===== config.mk =====
export PLATFORM = sky130hd
export DESIGN_NAME = smb_slave_ack
export DESIGN_NICKNAME = d
export VERILOG_FILES = /design/src/rtl/smb_ack_pkg.sv /design/src/rtl/smb_line_mon.sv /design/src/rtl/smb_busfree.sv /design/src/rtl/smb_addr_fsm.sv /design/src/rtl/smb_slave_ack.sv
export SDC_FILE = /design/constraint.sdc
export NUM_CORES = 1
export LEC_CHECK = 0
export BUFFER_PORTS_ARGS = -buffer_cell sky130_fd_sc_hd__buf_2
export CAP_MARGIN = 10
export CORE_MARGIN = 10
export CORE_UTILIZATION = 40
export CTS_BUF_LIST = sky130_fd_sc_hd__clkbuf_16
export CTS_CLUSTER_DIAMETER = 40
export DETAILED_ROUTE_END_ITERATION = 10
export SLEW_MARGIN = 40
export SYNTH_ARGS = -nofsm -noshare
export SYNTH_HDL_FRONTEND = slang
export SYNTH_SLANG_ARGS = --single-unit

===== constraint.sdc =====
create_clock -name clk -period 1.85 [get_ports clk]
set_input_delay 0.185 -clock clk [delete_from_list [all_inputs] [get_ports clk]]
set_output_delay 0.185 -clock clk [all_outputs]
set_load 0.02 [all_outputs]

===== src/rtl/smb_ack_pkg.sv =====
package smb_ack_pkg;
  localparam int STAT_W = 2;

  typedef enum logic [STAT_W-1:0] {
    ST_NONE   = 2'd0,
    ST_OWN_WR = 2'd1,
    ST_OWN_RD = 2'd2,
    ST_GCALL  = 2'd3
  } smb_stat_e;

  typedef enum logic [1:0] {
    PH_IDLE  = 2'd0,
    PH_ADDR  = 2'd1,
    PH_ACK   = 2'd2,
    PH_SELD  = 2'd3
  } smb_phase_e;
endpackage


===== src/rtl/smb_line_mon.sv =====
module smb_line_mon #(
  parameter int SYNC_STAGES = 2
) (
  input  logic clk,
  input  logic rst_n,
  input  logic scl_in,
  input  logic sda_in,
  output logic scl_lvl,
  output logic sda_lvl,
  output logic scl_rise,
  output logic scl_fall,
  output logic start_det,
  output logic stop_det
);
  logic [SYNC_STAGES-1:0] scl_sh, sda_sh;
  logic scl_p, sda_p;

  generate
    if (SYNC_STAGES == 1) begin : g_one
      always_ff @(posedge clk or negedge rst_n) begin
        if (!rst_n) begin
          scl_sh <= '1;
          sda_sh <= '1;
        end else begin
          scl_sh <= scl_in;
          sda_sh <= sda_in;
        end
      end
    end else begin : g_many
      always_ff @(posedge clk or negedge rst_n) begin
        if (!rst_n) begin
          scl_sh <= '1;
          sda_sh <= '1;
        end else begin
          scl_sh <= {scl_sh[SYNC_STAGES-2:0], scl_in};
          sda_sh <= {sda_sh[SYNC_STAGES-2:0], sda_in};
        end
      end
    end
  endgenerate

  always_ff @(posedge clk or negedge rst_n) begin
    if (!rst_n) begin
      scl_p <= 1'b1;
      sda_p <= 1'b1;
    end else begin
      scl_p <= scl_lvl;
      sda_p <= sda_lvl;
    end
  end

  assign scl_lvl   = scl_sh[SYNC_STAGES-1];
  assign sda_lvl   = sda_sh[SYNC_STAGES-1];
  assign scl_rise  = scl_lvl & ~scl_p;
  assign scl_fall  = ~scl_lvl & scl_p;
  assign start_det = scl_lvl & scl_p & sda_p & ~sda_lvl;
  assign stop_det  = scl_lvl & scl_p & ~sda_p & sda_lvl;
endmodule


===== src/rtl/smb_busfree.sv =====
module smb_busfree #(
  parameter int TIMEOUT_CYC = 200
) (
  input  logic clk,
  input  logic rst_n,
  input  logic start_det,
  input  logic stop_det,
  input  logic scl_lvl,
  input  logic sda_lvl,
  output logic bus_busy,
  output logic timeout
);
  localparam int CNT_W = $clog2(TIMEOUT_CYC + 1);
  localparam logic [CNT_W-1:0] CNT_LAST = CNT_W'(TIMEOUT_CYC - 1);

  logic [CNT_W-1:0] cnt_q, cnt_n;
  logic busy_q, busy_n;
  logic idle_hi;

  assign idle_hi = busy_q & scl_lvl & sda_lvl;
  assign timeout = idle_hi & (cnt_q == CNT_LAST);

  always_comb begin
    cnt_n  = cnt_q;
    busy_n = busy_q;
    if (idle_hi) cnt_n = cnt_q + 1'b1;
    else         cnt_n = '0;
    if (start_det) begin
      busy_n = 1'b1;
      cnt_n  = '0;
    end else if (stop_det || timeout) begin
      busy_n = 1'b0;
      cnt_n  = '0;
    end
  end

  always_ff @(posedge clk or negedge rst_n) begin
    if (!rst_n) begin
      cnt_q  <= '0;
      busy_q <= 1'b0;
    end else begin
      cnt_q  <= cnt_n;
      busy_q <= busy_n;
    end
  end

  assign bus_busy = busy_q;
endmodule


===== src/rtl/smb_addr_fsm.sv =====
module smb_addr_fsm
  import smb_ack_pkg::*;
#(
  parameter int ADDR_W = 7
) (
  input  logic              clk,
  input  logic              rst_n,
  input  logic              scl_rise,
  input  logic              scl_fall,
  input  logic              sda_lvl,
  input  logic              start_det,
  input  logic              stop_det,
  input  logic [ADDR_W-1:0] own_addr,
  input  logic              ack_en,
  input  logic              stop_set,
  input  logic              irq_clr,
  output logic              sda_drive_low,
  output logic              irq_flag,
  output logic [STAT_W-1:0] status,
  output logic              stop_req,
  output logic              addressed
);
  localparam int BYTE_W = ADDR_W + 1;
  localparam int BCNT_W = $clog2(BYTE_W + 1);
  localparam logic [BCNT_W-1:0] BCNT_FULL = BCNT_W'(BYTE_W);

  smb_phase_e        ph_q, ph_n;
  logic [BYTE_W-1:0] rx_q, rx_n;
  logic [BCNT_W-1:0] bc_q, bc_n;
  smb_stat_e         st_q, st_n;
  logic              irq_q, irq_n;
  logic              sreq_q, sreq_n;
  logic              own_hit, gc_hit, take;
  logic              irq_set;

  assign own_hit = (rx_q[BYTE_W-1:1] == own_addr);
  assign gc_hit  = (rx_q[BYTE_W-1:1] == '0) & ~rx_q[0];
  assign take    = ack_en & (own_hit | gc_hit);

  always_comb begin
    ph_n    = ph_q;
    rx_n    = rx_q;
    bc_n    = bc_q;
    st_n    = st_q;
    irq_set = 1'b0;
    if (start_det) begin
      ph_n = PH_ADDR;
      bc_n = '0;
    end else if (stop_det || stop_set) begin
      ph_n = PH_IDLE;
    end else begin
      case (ph_q)
        PH_ADDR: begin
          if (scl_rise && bc_q != BCNT_FULL) begin
            rx_n = {rx_q[BYTE_W-2:0], sda_lvl};
            bc_n = bc_q + 1'b1;
          end else if (scl_fall && bc_q == BCNT_FULL) begin
            if (take) begin
              ph_n    = PH_ACK;
              irq_set = 1'b1;
              if (gc_hit)     st_n = ST_GCALL;
              else if (rx_q[0]) st_n = ST_OWN_RD;
              else            st_n = ST_OWN_WR;
            end else begin
              ph_n = PH_IDLE;
            end
          end
        end
        PH_ACK:  if (scl_fall) ph_n = PH_SELD;
        default: ph_n = ph_q;
      endcase
    end
  end

  always_comb begin
    irq_n = irq_q;
    if (irq_clr) irq_n = 1'b0;
    if (irq_set) irq_n = 1'b1;
    sreq_n = sreq_q;
    if (stop_det) sreq_n = 1'b0;
    if (stop_set) sreq_n = 1'b1;
  end

  always_ff @(posedge clk or negedge rst_n) begin
    if (!rst_n) begin
      ph_q   <= PH_IDLE;
      rx_q   <= '0;
      bc_q   <= '0;
      st_q   <= ST_NONE;
      irq_q  <= 1'b0;
      sreq_q <= 1'b0;
    end else begin
      ph_q   <= ph_n;
      rx_q   <= rx_n;
      bc_q   <= bc_n;
      st_q   <= st_n;
      irq_q  <= irq_n;
      sreq_q <= sreq_n;
    end
  end

  assign sda_drive_low = (ph_q == PH_ACK);
  assign addressed     = (ph_q == PH_ACK) | (ph_q == PH_SELD);
  assign irq_flag      = irq_q;
  assign status        = st_q;
  assign stop_req      = sreq_q;
endmodule


===== src/rtl/smb_slave_ack.sv =====
module smb_slave_ack #(
  parameter int ADDR_W      = 7,
  parameter int SYNC_STAGES = 2,
  parameter int TIMEOUT_CYC = 200
) (
  input  logic              clk,
  input  logic              rst_n,
  input  logic              scl_in,
  input  logic              sda_in,
  input  logic [ADDR_W-1:0] own_addr,
  input  logic              ack_en,
  input  logic              stop_set,
  input  logic              irq_clr,
  output logic              scl_drive_low,
  output logic              sda_drive_low,
  output logic              irq_flag,
  output logic [1:0]        status,
  output logic              stop_req,
  output logic              bus_busy,
  output logic              addressed
);
  logic [1:0] rst_pipe;
  logic rst_n_s;
  logic scl_lvl, sda_lvl, scl_rise, scl_fall, start_det, stop_det, timeout;

  always_ff @(posedge clk or negedge rst_n) begin
    if (!rst_n) rst_pipe <= '0;
    else        rst_pipe <= {rst_pipe[0], 1'b1};
  end
  assign rst_n_s = rst_pipe[1];

  smb_line_mon #(.SYNC_STAGES(SYNC_STAGES)) u_mon (
    .clk(clk), .rst_n(rst_n_s), .scl_in(scl_in), .sda_in(sda_in),
    .scl_lvl(scl_lvl), .sda_lvl(sda_lvl), .scl_rise(scl_rise),
    .scl_fall(scl_fall), .start_det(start_det), .stop_det(stop_det)
  );

  smb_busfree #(.TIMEOUT_CYC(TIMEOUT_CYC)) u_free (
    .clk(clk), .rst_n(rst_n_s), .start_det(start_det), .stop_det(stop_det),
    .scl_lvl(scl_lvl), .sda_lvl(sda_lvl), .bus_busy(bus_busy), .timeout(timeout)
  );

  smb_addr_fsm #(.ADDR_W(ADDR_W)) u_fsm (
    .clk(clk), .rst_n(rst_n_s), .scl_rise(scl_rise), .scl_fall(scl_fall),
    .sda_lvl(sda_lvl), .start_det(start_det), .stop_det(stop_det),
    .own_addr(own_addr), .ack_en(ack_en), .stop_set(stop_set),
    .irq_clr(irq_clr), .sda_drive_low(sda_drive_low), .irq_flag(irq_flag),
    .status(status), .stop_req(stop_req), .addressed(addressed)
  );

  assign scl_drive_low = irq_flag & ~scl_lvl;
endmodule


==> flow_summary.json, run 1 <==
{
  "grt.total_usage": 0.09752,
  "clk_path_buf_depth": 2,
  "yosysSeqAreaShare": 0.5373,
  "post_cts_buffers": 0,
  "finalPower_mw": 1.907,
  "crit_type": "reg2reg",
  "r2r-start": "u_fsm.bc_q[0]",
  "postLayoutCellArea_um2": 2019,
  "hold_end": "u_mon.scl_sh[0]",
  "worst_slew_pin_slew_ps": 499.5,
  "yosys-top-cells-area": "dfrtp_1 44%, dfstp_2 9.6%, xor2_1 7.5%",
  "min_delay_path_depth": 1,
  "first_pass_iters": 4,
  "via_count": 1207,
  "async_flop_share": 1.000,
  "placed_area_um2": 1836,
  "startpoint_type": "flop",
  "synthToLayoutAreaGrowth_pct": 22.83,
  "cpMaxStageDelayCell": "or3_4",
  "nets": 206,
  "synth_cells": 158,
  "hold_violations": 0,
  "std_cell_rows": 23,
  "leakage_nw": 0.9789,
  "yosysWarnings": 0,
  "grt_overflow": 0,
  "dp_hpwl_um": 2456,
  "place_congestion": 0.8094,
  "synth_top_area_frac": 0.4414,
  "dieHeight_um": 84.11,
  "diodes": 0,
  "drt-initial-drc-count": 58,
  "die_area_um2": 7074,
  "drv_cap": 0,
  "synth_cell_types": 43,
  "syn_area_per_cell_um2": 10.41,
  "numPortBuffers": 21,
  "core_um2": 4000,
  "grt_pass1_wl_um": 5651,
  "cts_resized": 0,
  "synth_top_cell_by_area": "dfrtp_1",
  "required_ps": 2010,
  "powerDensity_nw_per_um2": 944.1,
  "clkLatencyLatePin_ps": 280,
  "worst_setup_path_end_kind": "flop",
  "worstHoldPathType": "in2reg",
  "crit_fanout": 13,
  "htreeDepth": 2,
  "wire_per_inst_um": 13.58,
  "outcome": "complete, no violations",
  "clk_pin_slew_ps": 50,
  "totalWireLength_um": 3258,
  "vias_per_cell": 5.029,
  "antenna_found_initial": 0,
  "clockRootBuffer": "clkbuf_16",
  "cts_tree": "yes",
  "synth_nets": 175,
  "post-place-ws_ps": 97.96,
  "grt_pass1_vias": 1194,
  "synth_top_cells_by_count": "29 x dfrtp_1, 28 x nand2_1, 14 x xor2_1",
  "fin_setup_tns_ps": 0,
  "cpPeakStageDelay_ps": 500,
  "initial_utilization": 0.4110,
  "fmax_mhz": 576.6,
  "io_pins": 22,
  "numCtsBuffers": 5,
  "slew_viol_final": 0,
  "skew_ps": 2.846,
  "rr_worst_depth": 6,
  "hold_buffers": 2,
  "r2r_slack_ps": 120,
  "path_cells": "inv_1, ha_1, and3b_1, or3_4, nand3_1, o21ai_0",
  "synth-seq-cells": 35,
  "layout_min_cycle_time_ps": 1734,
  "synth_area_um2": 1644,
  "rsz0062_at_grt": "no",
  "fin_ws_ps": 115.8,
  "crit_arrival_ps": 1890,
  "synth_edf_count": 0,
  "fin_crit_sh": 0.9374,
  "reg2reg_to": "u_fsm.bc_q[3]",
  "fp.dieW_um": 84.11,
  "ant_nets": 0,
  "drcViolationCount": 0,
  "ys.flop_type": "dfrtp_1",
  "synth.most_common_cell": "dfrtp_1",
  "hp-start": "scl_in",
  "ir_drop_v": 0.0004150,
  "cts_sinks": 35,
  "setup_viol": 0,
  "grt_max_degree": 25,
  "drive_above_1_share": 0.2526,
  "slew_headroom": 0.6625
}
placed cells by master, fill, tap and decap left out, types with 4 or more instances in the layout:
cell type	netlist	layout
buf_2	0	21
buf_4	1	4
clkbuf_16	0	5
dfrtp_1	29	29
dfstp_2	6	6
inv_1	4	4
nand2_1	28	28
nand3_1	9	9
nor2_1	12	12
xor2_1	14	14
power by group:
part	internal [mW]	switching, mW	total (mW)
sequential	0.800	0.0336	0.833
combinational	0.0648	0.0773	0.142
clock	0.627	0.304	0.931
kinds of logic (layout without fill, tap and decap cells):
logic type / count (synthesis) / count (layout) / synth area share
other: 1 / 1 / 0.002281
muxes: 1 / 1 / 0.006849
DFF: 35 / 35 / 0.5373
buffers and inverters: 8 / 40 / 0.02511
and+or+nand+nor: 78 / 78 / 0.2527
adders and majority gates: 3 / 3 / 0.02283
xor gates and xnor gates: 16 / 16 / 0.08524
AOI/OAI and AO/OA: 16 / 16 / 0.06774
worst max path at each step:
stage | startpoint | end | slack (ps) | cells past startpoint
4_1_cts | u_fsm.bc_q[0] | u_fsm.bc_q[3] | 100 | 6
5_1_grt | u_fsm.bc_q[0] | u_fsm.bc_q[3] | 1 | 6
3_5_place_dp | u_fsm.bc_q[0] | u_fsm.bc_q[3] | 100 | 6
6_report | u_fsm.bc_q[0] | u_fsm.bc_q[3] | 120 | 6
3_3_place_gp | u_fsm.bc_q[0] | u_fsm.bc_q[3] | 190 | 6
2_1_floorplan | u_mon.scl_sh[1] | u_fsm.bc_q[1] | 110 | 6
registers in the layout, summed over array words and instances, names as in the netlist:
| name | flops |
|---|---|
| u_fsm.stop_req | 1 |
| u_mon.scl_sh | 2 |
| u_fsm.irq_flag | 1 |
| u_fsm.bc_q | 4 |
| u_free.cnt_q | 8 |
| u_fsm.ph_q | 2 |
| u_fsm.status | 2 |
| u_fsm.rx_q | 8 |
| u_mon.sda_sh | 2 |
| u_free.bus_busy | 1 |
| u_mon.scl_p | 1 |
| u_mon.sda_p | 1 |
| rst_pipe | 2 |
final cells by class:
| class | instances | area (um^2) |
|---|---|---|
| Inverter | 4 | 15.01 |
| Clock inverter | 3 | 38.79 |
| Fill cell | 354 | 1981 |
| Multi-Input combinational cell | 115 | 719.4 |
| Sequential cell | 35 | 883.3 |
| Timing Repair Buffer | 28 | 175.2 |
| Tap cell | 50 | 62.56 |
| Clock buffer | 5 | 125.1 |
critical path, delay by kind of cell, from the launching register on:
family / cells / cell delay [ps]
AO/OA/AOI/OAI: 1 / 90
buffers and inverters: 1 / 60
flip-flops: 1 / 410
AND/OR/NAND/NOR: 3 / 860
adder cells (fa/ha/maj): 1 / 190
through the flow:
stage / utilization / std cells / hold slack [ps]
global route: 0.5048 / 240 / 2.903
CTS: 0.5048 / 240 / 0.5710
detailed placement: 0.4589 / 230 / -23.08
floorplan: - / 158 / -110.6
global placement: 0.4589 / 230 / -27.51
finish: 0.5048 / 240 / 7.006
metal layers:
layer / global-route usage / vias up / part of all wire / wire (um)
li1: - / 598 / - / -
met1: 0.1275 / 578 / 0.50 / 1629
met2: 0.1369 / 27 / 0.44 / 1441
met3: 0.04004 / 4 / 0.047 / 154
met4: 0.04110 / 0 / 0.0098 / 32
met5: 0 / - / 0 / 0
No activity file was read; power rests on OpenSTA's default activity.
==> run 2, diff against run 1 <==
Settings changed: CTS_CLUSTER_DIAMETER 40 to not set.
Clock period 1.85 ns to 1.4 ns, I/O delays scaled along.
==> run 2 against run 1 <==
Net effect: the flow now finishes with violations (setup timing); maximum frequency grew 5.4%; utilization grew 8.3 points; clock power grew 13%; sequential cell count is the same; die area is the same; combinational power grew 130%; final area grew 16%; power grew 29%; critical path depth shrank 2; non-clock buffer count grew 30; worst setup slack lost 360 ps; critical path type unchanged.
==> flow_summary.json, run 2 (synthesized netlist as in run 1, its figures left out) <==
{
  "crit_fanout": 7,
  "hold_violations": 0,
  "slew_viol_final": 0,
  "first_pass_iters": 4,
  "r2r_slack_ps": -240,
  "placed_area_um2": 2017,
  "dp_hpwl_um": 2642,
  "skew_ps": 2.323,
  "r2r-start": "u_mon.scl_sh[1]",
  "startpoint": "u_mon.scl_sh[1]",
  "fp.dieW_um": 84.11,
  "worst_setup_path_end_kind": "flop",
  "dieHeight_um": 84.11,
  "worstHoldPathType": "in2reg",
  "grt_pass1_vias": 1478,
  "clkLatencyLatePin_ps": 280,
  "grt_max_degree": 34,
  "core_um2": 4000,
  "synthToLayoutAreaGrowth_pct": 43.00,
  "cts_sinks": 35,
  "clk_pin_slew_ps": 50,
  "diodes": 0,
  "layout_min_cycle_time_ps": 1645,
  "ir_drop_v": 0.0007945,
  "ant_nets": 0,
  "io_pins": 22,
  "rr_worst_depth": 4,
  "htreeDepth": 2,
  "outcome": "complete, but fails checks",
  "min_delay_path_depth": 2,
  "powerDensity_nw_per_um2": 1043,
  "drv_cap": 0,
  "antenna_found_initial": 0,
  "cpPeakStageDelay_ps": 530,
  "nets": 237,
  "fmax_mhz": 608.0,
  "numPortBuffers": 21,
  "initial_utilization": 0.4110,
  "drcViolationCount": 0,
  "required_ps": 1570,
  "path_cells": "or3b_4, or3_4, nand2_2, nand2_1",
  "hold_end": "u_fsm.irq_flag",
  "crit_type": "reg2reg",
  "fin_ws_ps": -244.6,
  "post-place-ws_ps": -252.4,
  "leakage_nw": 1.126,
  "die_area_um2": 7074,
  "vias_per_cell": 5.004,
  "path_buf_inv": 0,
  "reg_top3": "u_free.cnt_q (8), u_fsm.rx_q (8), u_fsm.bc_q (4)",
  "reg2reg_to": "u_fsm.rx_q[1]",
  "totalWireLength_um": 3893,
  "grt_pass1_wl_um": 6603,
  "drive_above_1_share": 0.4887,
  "clk_path_buf_depth": 2,
  "crit_arrival_ps": 1810,
  "postLayoutCellArea_um2": 2351,
  "grt.total_usage": 0.1128,
  "fin_util": 0.5877,
  "cts_tree": "yes",
  "crit_family": "simple AND/OR/NAND/NOR gates",
  "startpoint_type": "flop",
  "rsz0062_at_grt": "yes",
  "hp-start": "irq_clr",
  "final_cell_mix": "29 x buf_4, 29 x dfrtp_1, 21 x buf_2, 20 x nand2_1, 14 x xor2_1",
  "via_count": 1356,
  "fin_crit_sh": 1.175,
  "violations": "setup timing",
  "drt-initial-drc-count": 41,
  "std_cell_rows": 23,
  "wire_per_inst_um": 14.37,
  "setup_viol": 26,
  "place_congestion": 0.7568,
  "grt_overflow": 0,
  "clockRootBuffer": "clkbuf_16",
  "cpMaxStageDelayCell": "dfstp_2",
  "numCtsBuffers": 5
}
run 2: changes by cell type in the layout (fill, tap and decap cells not counted), moves of 3 or more:
cell     delta
nor2_1      -8
buf_6       +5
nand2_1     -8
buf_4      +25
o21ai_0     -3
o21ai_1     +3
nand3_1     -3
nor2_2      +7
nand3_2     +3
nand2_2     +8
run 2: repair_timing:
| item | in CTS | in global routing |
|---|---|---|
| setup endpoints to repair | 25 | 26 |
| resized for setup | 12 | 27 |
| hold buffers | 3 | 0 |
| setup buffers | 1 | 3 |
| hold endpoints to repair | 4 | 0 |
| pin swaps | 16 | 14 |
| gates cloned | 1 | 0 |
run 2: worst max path at each step:
stage	end	slack [ps]	depth (start not counted)
CTS	u_fsm.rx_q[1]	-230	4
finish	u_fsm.rx_q[1]	-240	4
floorplan	u_fsm.bc_q[1]	-330	6
global route	u_free.cnt_q[7]	-280	7
global placement	u_fsm.bc_q[3]	-210	4
detailed placement	u_fsm.bc_q[3]	-250	4
run 2: through the flow:
| step | std cells | hold WS, ps | power (mW) | TNS, ps |
|---|---|---|---|---|
| finish | 271 | 59.25 | 2.451 | -4755 |
| global route | 271 | 55.04 | 2.570 | -6268 |
| CTS | 268 | 57.11 | 2.436 | -3468 |
| detailed placement | 255 | -73.17 | 1.345 | -3515 |
| global placement | 255 | -75.96 | 1.335 | -2839 |
| floorplan | 158 | -155.6 | 1.228 | -3968 |
run 2: routing by layer:
metal  global-route usage  vias up  part of all wire  wire [um]
met5                    0        -                 0          0
met2               0.1943       21              0.53       2067
met1               0.1149      667              0.40       1575
li1                     -      660                 -          -
met3              0.04199        8             0.040        155
met4              0.06240        0             0.024         93
run 2: worst register-to-register path, cell delays in order (launching register included):
cell     delay [ps]
dfstp_2         530
or3b_4          400
or3_4           450
nand2_2         100
nand2_1          50
run 2: cell type report:
| type | instances | area (um^2) |
|---|---|---|
| clock buffer | 5 | 125.1 |
| clock inverter | 3 | 16.27 |
| fill | 340 | 1649 |
| inverter | 4 | 15.01 |
| multi-input combinational | 116 | 839.6 |
| sequential | 35 | 883.3 |
| tap | 50 | 62.56 |
| timing repair buffer | 58 | 409.1 |
run 2: report_power, final:
group | internal (mW) | switching (mW) | leakage, nW | total [mW]
registers | 1.06 | 0.0239 | 0.455 | 1.08
clock network | 0.648 | 0.401 | 0.0710 | 1.05
logic | 0.162 | 0.160 | 0.601 | 0.322
total | 1.87 | 0.585 | 1.13 | 2.45
==> run 3, diff against run 2 <==
==> constraint.sdc (replaced) <==
create_clock -name clk -period 1.6 [get_ports clk]
set_input_delay 0.16 -clock clk [delete_from_list [all_inputs] [get_ports clk]]
set_output_delay 0.16 -clock clk [all_outputs]
set_load 0.01 [all_outputs]
==> run 3 against run 2 <==
Net effect: the flow now finishes without violations; largest power group unchanged; final area down 5.3%; highest routed layer unchanged; critical path type unchanged; sequential share of layout area up 2.1 points; largest cell class unchanged; wire length down 7.5%.
==> flow_summary.json, run 3 (synthesized netlist as in run 1, its figures left out) <==
{
  "skew_ps": 4.429,
  "r2r_slack_ps": 5,
  "drcViolationCount": 0,
  "crit_fanout": 7,
  "drt-initial-drc-count": 50,
  "dieHeight_um": 84.11,
  "internal-power_mw": 1.612,
  "slew_viol_final": 0,
  "finalPower_mw": 2.126,
  "fillers": 354,
  "outcome": "complete, no violations",
  "clk_path_buf_depth": 2,
  "power.share.switching": 0.2418,
  "dp_hpwl_um": 2513,
  "cts_tree": "yes",
  "pwr-share-comb": 0.111,
  "placed_area_um2": 1918,
  "place_congestion": 0.8221,
  "multi_input_area_um2": 818.3,
  "fmax_mhz": 626.8,
  "grt_pass1_wl_um": 6037,
  "grt_pass1_vias": 1315,
  "core_um2": 4000,
  "hold_violations": 0,
  "numPortBuffers": 21,
  "final_cell_mix": "29 x dfrtp_1, 23 x nand2_1, 21 x buf_2, 18 x buf_4, 14 x xor2_1",
  "seq_power_share": 0.447,
  "setup_viol": 0,
  "fin_crit_sh": 0.9971,
  "diodes": 0,
  "endpoint": "u_fsm.bc_q[3]",
  "initial_utilization": 0.4110,
  "finalHoldWorstSlack_ps": 78.09,
  "fin_util": 0.5565,
  "worstHoldPathType": "in2reg",
  "reg_top3": "u_free.cnt_q (8), u_fsm.rx_q (8), u_fsm.bc_q (4)",
  "die_area_um2": 7074,
  "worst_setup_path_end_kind": "flop",
  "htreeDepth": 2,
  "rr_worst_depth": 4,
  "synthToLayoutAreaGrowth_pct": 35.39,
  "nets": 223,
  "rsz0062_at_grt": "yes",
  "required_ps": 1760,
  "via_count": 1303,
  "std_cell_rows": 23,
  "grt.total_usage": 0.1044,
  "p_switching_mw": 0.5142,
  "cpMaxStageDelayCell": "dfstp_2",
  "postLayoutCellArea_um2": 2226,
  "first_pass_iters": 4,
  "drive_above_1_share": 0.4058,
  "io_pins": 22,
  "path_cells": "or3b_4, or3_4, nand3_2, o21ai_1",
  "fp.dieW_um": 84.11,
  "ant_nets": 0,
  "startpoint": "u_mon.scl_sh[1]",
  "fin_ws_ps": 4.632,
  "numCtsBuffers": 5,
  "r2r-start": "u_mon.scl_sh[1]",
  "grt_max_degree": 25,
  "totalWireLength_um": 3602,
  "final_common_cell": "dfrtp_1",
  "leakage_nw": 1.058,
  "clkLatencyLatePin_ps": 280,
  "wire_per_inst_um": 14.02,
  "grt_overflow": 0,
  "vias_per_cell": 5.070,
  "post-place-ws_ps": -53.76,
  "seq_area_um2": 883.3,
  "clkPwrFrac": 0.441,
  "layout_min_cycle_time_ps": 1595,
  "drv_cap": 0,
  "clk_pin_slew_ps": 50,
  "clockRootBuffer": "clkbuf_16",
  "cpPeakStageDelay_ps": 520,
  "antenna_found_initial": 0,
  "crit_type": "reg2reg",
  "startpoint_type": "flop",
  "crit_arrival_ps": 1760,
  "cts_sinks": 35,
  "ir_drop_v": 0.0006081,
  "reg2reg_to": "u_fsm.bc_q[3]",
  "powerDensity_nw_per_um2": 955.2
}
[run 3: cell count changes in the layout (fill, tap and decap cells not counted), moves of 3 or more]
cell,previous run,this run
nand2_1,20,23
nor2_1,4,12
buf_4,29,18
nand2_2,8,5
nor2_2,8,0
buf_6,5,1
[run 3: worst min-delay path by stage]
stage / from / end / depth (start not counted)
floorplan: rst_n / rst_pipe[0] / 0
global placement: rst_n / rst_pipe[0] / 1
detailed placement: rst_n / rst_pipe[0] / 1
CTS: irq_clr / u_fsm.irq_flag / 2
global route: irq_clr / u_fsm.irq_flag / 2
finish: irq_clr / u_fsm.irq_flag / 2
[run 3: critical path, delay by kind of cell, from the launching register on]
kind             cells  cell delay, ps
AND/OR/NAND/NOR      3             900
flip-flops           1             520
AO/OA/AOI/OAI        1              60
[run 3: final cells by class]
cell class,count,share of cell area
flip-flops and latches,35,0.3969
multi-input cells,116,0.3676
repair buffers,44,0.1355
clock buffers,5,0.05621
well taps,50,0.02811
clock inverters,3,0.008994
inverters,4,0.006745
[run 3: per-stage QoR]
| step | setup TNS, ps | std cells |
|---|---|---|
| after floorplan | -1211 | 158 |
| after global placement | -11.87 | 241 |
| after detailed placement | -139.3 | 241 |
| after CTS | 0 | 253 |
| after global routing | -261.6 | 257 |
| final | 0 | 257 |
[run 3: routing by layer]
layer | GRT usage | wire [um]
met5 | 0 | 0
met2 | 0.1480 | 1582
met1 | 0.1296 | 1742
met3 | 0.03809 | 216
met4 | 0.06697 | 61
[run 3: power groups by stage]
stage | Clock (mW) | Sequential [mW] | Combinational, mW
3_3_place_gp | 0 | 0.963 | 0.189
5_1_grt | 0.997 | 0.956 | 0.260
6_report | 0.938 | 0.951 | 0.237
3_5_place_dp | 0 | 0.965 | 0.196
4_1_cts | 0.954 | 0.950 | 0.208
2_1_floorplan | 0 | 0.977 | 0.0911
[run 3: repair_timing]
action	CTS	global route
pin swaps	1	10
buffers inserted	0	4
hold buffers	3	0
endpoints found under the hold margin	4	0
cloned	1	0
setup endpoints to repair	7	20
resized for setup	5	21
